### config.mk
export PLATFORM = sky130hd
export DESIGN_NAME = ramp_gen_top
export DESIGN_NICKNAME = d
export VERILOG_FILES = /design/src/rtl/ramp_gen_pkg.sv /design/src/rtl/ramp_ctrl_decode.sv /design/src/rtl/ramp_index_step.sv /design/src/rtl/ramp_chan_route.sv /design/src/rtl/ramp_gen_top.sv
export SDC_FILE = /design/constraint.sdc
export NUM_CORES = 1
export LEC_CHECK = 0
export ABC_AREA = 1
export BUFFER_PORTS_ARGS = -buffer_cell sky130_fd_sc_hd__buf_2
export CAP_MARGIN = 10
export CORE_MARGIN = 3
export CORE_UTILIZATION = 50
export DETAILED_ROUTE_END_ITERATION = 10
export PLACE_DENSITY = 0.92
export SYNTH_ARGS = -nofsm -noshare
export SYNTH_HDL_FRONTEND = slang
export SYNTH_SLANG_ARGS = --single-unit
### constraint.sdc
create_clock -name clk -period 3 [get_ports clk]
set_clock_uncertainty 0.05 [all_clocks]
set_input_delay 0.3 -clock clk [delete_from_list [all_inputs] [get_ports clk]]
set_output_delay 0.3 -clock clk [all_outputs]
set_load 0.05 [all_outputs]
### src/rtl/ramp_gen_pkg.sv
package ramp_gen_pkg;
    localparam int CTRL_W   = 16;
    localparam int SEL_W    = 8;
    localparam int STRIDE_W = 8;
    localparam int CH_W     = 4;
    localparam int NUM_CH   = 15;

    typedef struct packed {
        logic                on;
        logic [CH_W-1:0]     ch;
        logic [STRIDE_W-1:0] stride;
    } ramp_cmd_t;
endpackage

### src/rtl/ramp_ctrl_decode.sv
module ramp_ctrl_decode
    import ramp_gen_pkg::*;
(
    input  logic [CTRL_W-1:0] ctrl,
    output ramp_cmd_t         cmd
);
    logic [SEL_W-1:0] sel;

    always_comb begin
        sel        = ctrl[SEL_W-1:0];
        cmd.stride = ctrl[CTRL_W-1:SEL_W];
        // valid channels are 1..NUM_CH; zero and anything above are "off"
        cmd.on     = (sel != '0) && (sel <= SEL_W'(NUM_CH));
        cmd.ch     = cmd.on ? sel[CH_W-1:0] : '0;
    end
endmodule

### src/rtl/ramp_index_step.sv
module ramp_index_step #(
    parameter int DEPTH    = 1024,
    parameter int STRIDE_W = 8,
    localparam int AW      = $clog2(DEPTH)
) (
    input  logic [AW-1:0]       idx,
    input  logic [STRIDE_W-1:0] stride,
    output logic [AW-1:0]       idx_next
);
    logic [AW:0] sum;

    generate
        if ((1 << AW) == DEPTH) begin : g_pow2
            // power-of-two depth: wrap is a plain truncation
            always_comb begin
                sum      = {1'b0, idx} + (AW+1)'(stride);
                idx_next = sum[AW-1:0];
            end
        end else begin : g_any
            // arbitrary depth: one conditional subtract (stride < DEPTH)
            always_comb begin
                sum = {1'b0, idx} + (AW+1)'(stride);
                if (sum >= (AW+1)'(DEPTH)) idx_next = AW'(sum - (AW+1)'(DEPTH));
                else                        idx_next = sum[AW-1:0];
            end
        end
    endgenerate
endmodule

### src/rtl/ramp_chan_route.sv
module ramp_chan_route #(
    parameter int NUM_CH = 15,
    parameter int CH_W   = 4
) (
    input  logic              en,
    input  logic [CH_W-1:0]   ch,
    output logic [NUM_CH-1:0] ch_en
);
    generate
        for (genvar i = 0; i < NUM_CH; i++) begin : g_ch
            assign ch_en[i] = en && (ch == CH_W'(i + 1));
        end
    endgenerate
endmodule

### src/rtl/ramp_gen_top.sv
module ramp_gen_top
    import ramp_gen_pkg::*;
#(
    parameter int DEPTH  = 1024,
    parameter int DATA_W = 16,
    localparam int AW    = $clog2(DEPTH)
) (
    input  logic              clk,
    input  logic              rst_n,
    input  logic [CTRL_W-1:0] ctrl,
    input  logic              smp_stb,
    input  logic [DATA_W-1:0] tbl_data,
    output logic [AW-1:0]     tbl_addr,
    output logic [DATA_W-1:0] out_data,
    output logic [CH_W-1:0]   out_ch,
    output logic              out_valid,
    output logic [NUM_CH-1:0] ch_en
);
    typedef struct packed {
        logic [AW-1:0]     idx;
        logic              en;
        logic [CH_W-1:0]   ch;
        logic [DATA_W-1:0] data;
        logic              valid;
    } ramp_state_t;

    ramp_state_t st_d, st_q;
    ramp_cmd_t   cmd;
    logic [AW-1:0] idx_step;

    ramp_ctrl_decode u_decode (
        .ctrl (ctrl),
        .cmd  (cmd)
    );

    ramp_index_step #(
        .DEPTH    (DEPTH),
        .STRIDE_W (STRIDE_W)
    ) u_step (
        .idx      (st_q.idx),
        .stride   (cmd.stride),
        .idx_next (idx_step)
    );

    ramp_chan_route #(
        .NUM_CH (NUM_CH),
        .CH_W   (CH_W)
    ) u_route (
        .en    (st_q.en),
        .ch    (st_q.ch),
        .ch_en (ch_en)
    );

    always_comb begin
        st_d       = st_q;
        st_d.valid = 1'b0;
        if (smp_stb) begin
            if (cmd.on) begin
                st_d.data  = tbl_data;
                st_d.idx   = idx_step;
                st_d.en    = 1'b1;
                st_d.ch    = cmd.ch;
                st_d.valid = 1'b1;
            end else begin
                // off or invalid: release channels, restart table walk
                st_d.idx = '0;
                st_d.en  = 1'b0;
                st_d.ch  = '0;
            end
        end
    end

    always_ff @(posedge clk or negedge rst_n) begin
        if (!rst_n) st_q <= '0;
        else        st_q <= st_d;
    end

    assign tbl_addr  = st_q.idx;
    assign out_data  = st_q.data;
    assign out_ch    = st_q.ch;
    assign out_valid = st_q.valid;
endmodule

# ---- Word level (Yosys, flattened, before mapping)
# Cells that the tools add are included.
dict set report op_classes {
  addsub 1
  mul 0
  n_div 0
  order_cmp 1
  n_eq_ne 15
  n_shift 0
  muxes 3
  bitwise 0
  reduce_logical 18
}
# operator count
set ops {}
lappend ops {{$eq 4x4->1 const B} 8}
lappend ops {{$eq 4x3->1 const B} 4}
lappend ops {{$logic_and 1x1->1} 16}
lappend ops {{$mux 15} 1}
lappend ops {{$add 10x8->10} 1}
lappend ops {{$eq 4x2->1 const B} 2}
lappend ops {{$le 8x4->1 const B} 1}
lappend ops {{$reduce_bool 8->1} 1}
lappend ops {{$eq 4x1->1 const B} 1}
lappend ops {{$mux 1} 2}
lappend ops {{$reduce_and 2->1} 1}
dict set report totals {
  ff_bits 32
  latch_bits 0
  mem_bits_rw 0
  rom_bits 0
  in_bits 35
  out_inout_bits 46
  memories 0
}

# ---- Depth between registers and ports, before layout
dict set report depth {
  ltp_word 4
  mapped_depth 11
  ltp_nobuf 11
}

# ---- Hierarchy
# Synthesis repeated with hierarchy kept, for this count alone.
dict set report hier_totals {
  hier_cells 301
  area_unflattened_um2 2179.6
}
# mod n_inst cells_each area_per_inst_um2 seq_area_each_um2
set by_module_without_submodules {}
lappend by_module_without_submodules {ramp_gen_top 1 166 1488.9 800.8}
lappend by_module_without_submodules {ramp_index_step 1 80 444.2 0.0}
lappend by_module_without_submodules {ramp_ctrl_decode 1 28 140.1 0.0}
lappend by_module_without_submodules {ramp_chan_route 1 27 106.4 0.0}

# ---- Worst setup path after synthesis
# No wires, ideal clock.
dict set report synth_path {
  path_kind {register to register}
  start {register st_q (netlist bit tbl_addr[0])}
  end {register st_q (netlist bit tbl_addr[8])}
  setup_ns 0.118
  arrival_ns 1.838
  t_required_ns 2.832
  slack_ns 0.994
  stages_incl_launch_ff 12
  n_path_buf 0
  cell_sequence {dfrtp_1 -> ha_1 -> inv_1 -> fa_1 -> inv_1 -> nand3_1 -> nand2_1 -> nand2_1 -> nand2_1 -> nand2_1 -> nand3_1 -> nand2_1}
}
dict set report synth_between {
  elab_chain_len 2
}
# item line_no
set synth_rtl {}
lappend synth_rtl {{start, declared} ramp_gen_top.sv:27} ;# ramp_state_t st_d, st_q;
lappend synth_rtl {{start signal, assigned} ramp_gen_top.sv:75} ;# else st_q <= st_d;
lappend synth_rtl {{$add 10x8->10} ramp_index_step.sv:16} ;# sum = {1'b0, idx} + (AW+1)'(stride);
lappend synth_rtl {{$mux 15} ramp_gen_top.sv:58} ;# if (cmd.on) begin
# No other way between the ends.
# A chain may end at the register's enable or synchronous reset.

# ---- Worst setup path after layout
dict set report layout_path {
  start {register st_q (netlist bit out_ch[3])}
  end {output ch_en[6]}
}
dict set report layout_between {
  elab_chain_len 2
}
# item line_no
set layout_rtl {}
lappend layout_rtl {{$eq 4x3->1} ramp_chan_route.sv:11} ;# assign ch_en[i] = en && (ch == CH_W'(i + 1));
lappend layout_rtl {{$logic_and 1x1->1} ramp_chan_route.sv:11}
lappend layout_rtl {{end, declared} ramp_gen_top.sv:17} ;# output logic [NUM_CH-1:0] ch_en
# No other way between the ends.

==> reports/results.tsv <==
metric	value	unit
viasPerCell	4.942	
drt_iter0_drc	60	
synth_area_leader_cell	dfrtp_1	
slowest_delay	440	ps
seq_power_share	0.451	
setup_viol	0	
worst-path-buf-inv	1	
synth.most_common_cell	nand2_1	
synthFlopType	dfrtp_1	
io_buffers	80	
antenna_found_initial	0	
worst_skew_pair.late_latency	340	ps
mappedNetlistArea	0.001739	mm²
synth_seq_cells	32	
fmax	0.5530	GHz
final_cell_area	0.002236	mm²
clkSlewWorstSetupHoldPaths	100	ps
die_area	0.004222	mm²
dp_hpwl	3303	µm
yosysUniqueCellTypes	24	
slew_viol_final	0	
hold_viol	0	
cap_violations	0	
grt_pass1_wl	7058	µm
dr.pass1.iters	4	
crit_family	flip-flops	
yosysSeqAreaShare	0.4604	
slew_headroom	0.5429	
rsz0062_at_grt	false	
synth_edf_count	0	
whs	97.49	ps
coreArea	0.003178	mm²
wl_per_cell	11.64	µm
hold_class	in2reg	
htree_levels	2	
cell_internal_pwr	0.6800	mW
syn_inst	235	
worstPathCellList	nor2_1 -> nand2_1 -> nor2_1 -> buf_2	
overflow	0	
antenna_left	0	
power_switching	0.4478	mW
cts_tree	built	
synth_top_area_share	0.4604	
crit_path_max_fanout	5	
synth_area_per_cell	7.401	µm²
p_comb_frac	0.313	
drc	0	
async_reset_ff_frac	1.000	
die_h	64.98	µm
fin_cells	363	
die-width	64.98	µm
leakage	1.364	nW
yosys-top-cells-count	nand2_1 (102), dfrtp_1 (32), nor2_1 (26)	
grt_max_degree	33	
finalWirelength	4226	µm
fin_crit	1808	ps
final_core_util	0.7035	
finalSetupTns	0	ps
cts_buffers	5	
yosysWarnings	0	
area_delta_synth_final	28.56	%
endpoint_kind	output port	
clockBufferDepth	2	
outcome	finished clean	
drive_gt1_frac	0.2884	
irDropWorstVdd	0.4042	mV
cts_num_sinks	32	
ios	81	
grt_use_total	0.2155	
worst_pin_slew	685.6	ps
place_congestion	0.8182	
num_rows	20	
path_class	reg2out	
switching_share	0.3970	
min_period_over_period	0.6028	
pwr_density_cell	504.4	mW/mm²
start_kind	flip-flop	
syn_nets	279	
crit_path_frequent_cell	nor2_1	
nets	362	
cp_slowest_cell	dfrtp_1	
grt_pass1_vias	1737	
dp_cells	354	
num_antenna_cells	0	
dpl_cell_area	0.002163	mm²
clockRootBuffer	clkbuf_4	
synth.top_cells.by_area	dfrtp_1 (46%), nand2_1 (22%), ha_1 (5.8%), nor2_1 (5.6%), inv_1 (4.5%)	
cp.required	2650	ps
start_util	0.5472	
p_clk_frac	0.236	
vias	1794	
arrival	1460	ps
-- tightest hold or removal path, stage by stage --
cell,delay (ps)
buf_2,70
nand2_1,40
nand2_1,40
-- path summary, 6_finish.rpt --
| path | slack, ps | start | cells past startpoint | end |
|---|---|---|---|---|
| worst max-delay path | 1190 | out_ch[3] | 4 | ch_en[6] |
| worst min-delay path | 100 | tbl_data[13] | 3 | out_data[13] |
| worst max register to register | 1220 | tbl_addr[0] | 11 | tbl_addr[8] |
| worst min register to register | 440 | out_data[11] | 2 | out_data[11] |
| max in group asynchronous | 1970 | rst_n | 2 | tbl_addr[7] |
| min in group asynchronous | 490 | rst_n | 2 | tbl_addr[3] |
-- area by class of cell --
cell class | instances | area (µm²)
clock buffers | 7 | 55.05
inverters | 23 | 87.58
repair buffers | 81 | 410.4
flip-flops and latches | 32 | 800.8
well taps | 44 | 55.05
multi-input cells | 175 | 819.5
fillers | 304 | 942.2
clock inverters | 1 | 7.507
-- registers in the layout (all words and copies together) (netlist names) --
register	flops
out_ch	4
out_data	16
out_valid	1
st_q	1
tbl_addr	10
-- per-layer routing --
metal,part of all wire,track usage,vias to the layer above,wire length [µm]
met4,0.023,0.1029,0,97
met5,0,0,-,0
met3,0.079,0.05893,12,334
met1,0.41,0.2360,817,1734
met2,0.49,0.3819,66,2060
li1,-,-,899,-
-- placed cells by master, fill, tap and decap left out, drive strengths merged --
cell type / n
a21boi: 1
a21oi: 4
buf: 80
clkbuf: 7
clkinv: 1
clkinvlp: 1
dfrtp: 32
dlygate4sd3: 1
fa: 1
ha: 8
inv: 22
nand2: 103
nand3: 13
nand3b: 1
nand4: 4
nor2: 26
nor3: 1
o21a: 1
o21ai: 6
o22ai: 4
or2: 1
xor2: 1
-- through the flow --
stage | worst slack (ps) | total power [mW]
6_report | 1192 | 1.128
5_1_grt | 1043 | 1.185
4_1_cts | 1176 | 1.138
3_5_place_dp | 1107 | 0.8709
3_3_place_gp | 1204 | 0.8625
2_1_floorplan | 993.9 | 0.7663
-- logic make-up (layout without fill, tap and decap cells) --
| logic type | count (synthesis) | in the layout | synth area share |
|---|---|---|---|
| adder cells (fa/ha/maj) | 9 | 9 | 0.06907 |
| flip-flops | 32 | 32 | 0.4604 |
| AND/OR/NAND/NOR | 149 | 149 | 0.3453 |
| XOR/XNOR | 1 | 1 | 0.005037 |
| AO/OA/AOI/OAI | 16 | 16 | 0.05180 |
| buffers and inverters | 28 | 112 | 0.06834 |
-- power by group through the flow --
stage | Sequential [mW] | Clock [mW] | Combinational, mW
floorplan | 0.690 | 0 | 0.0761
global placement | 0.515 | 0 | 0.347
detailed placement | 0.515 | 0 | 0.356
CTS | 0.509 | 0.273 | 0.357
global route | 0.516 | 0.292 | 0.377
finish | 0.509 | 0.266 | 0.353
-- timing repair --
action                                  in CTS  in global routing
gates resized for setup                      0                  0
buffers inserted                             0                  0
hold buffers                                 1                  0
endpoints found under the setup margin       0                  0
hold endpoints to repair                    32                  0
Note: power is estimated with default switching activity, not from simulation.
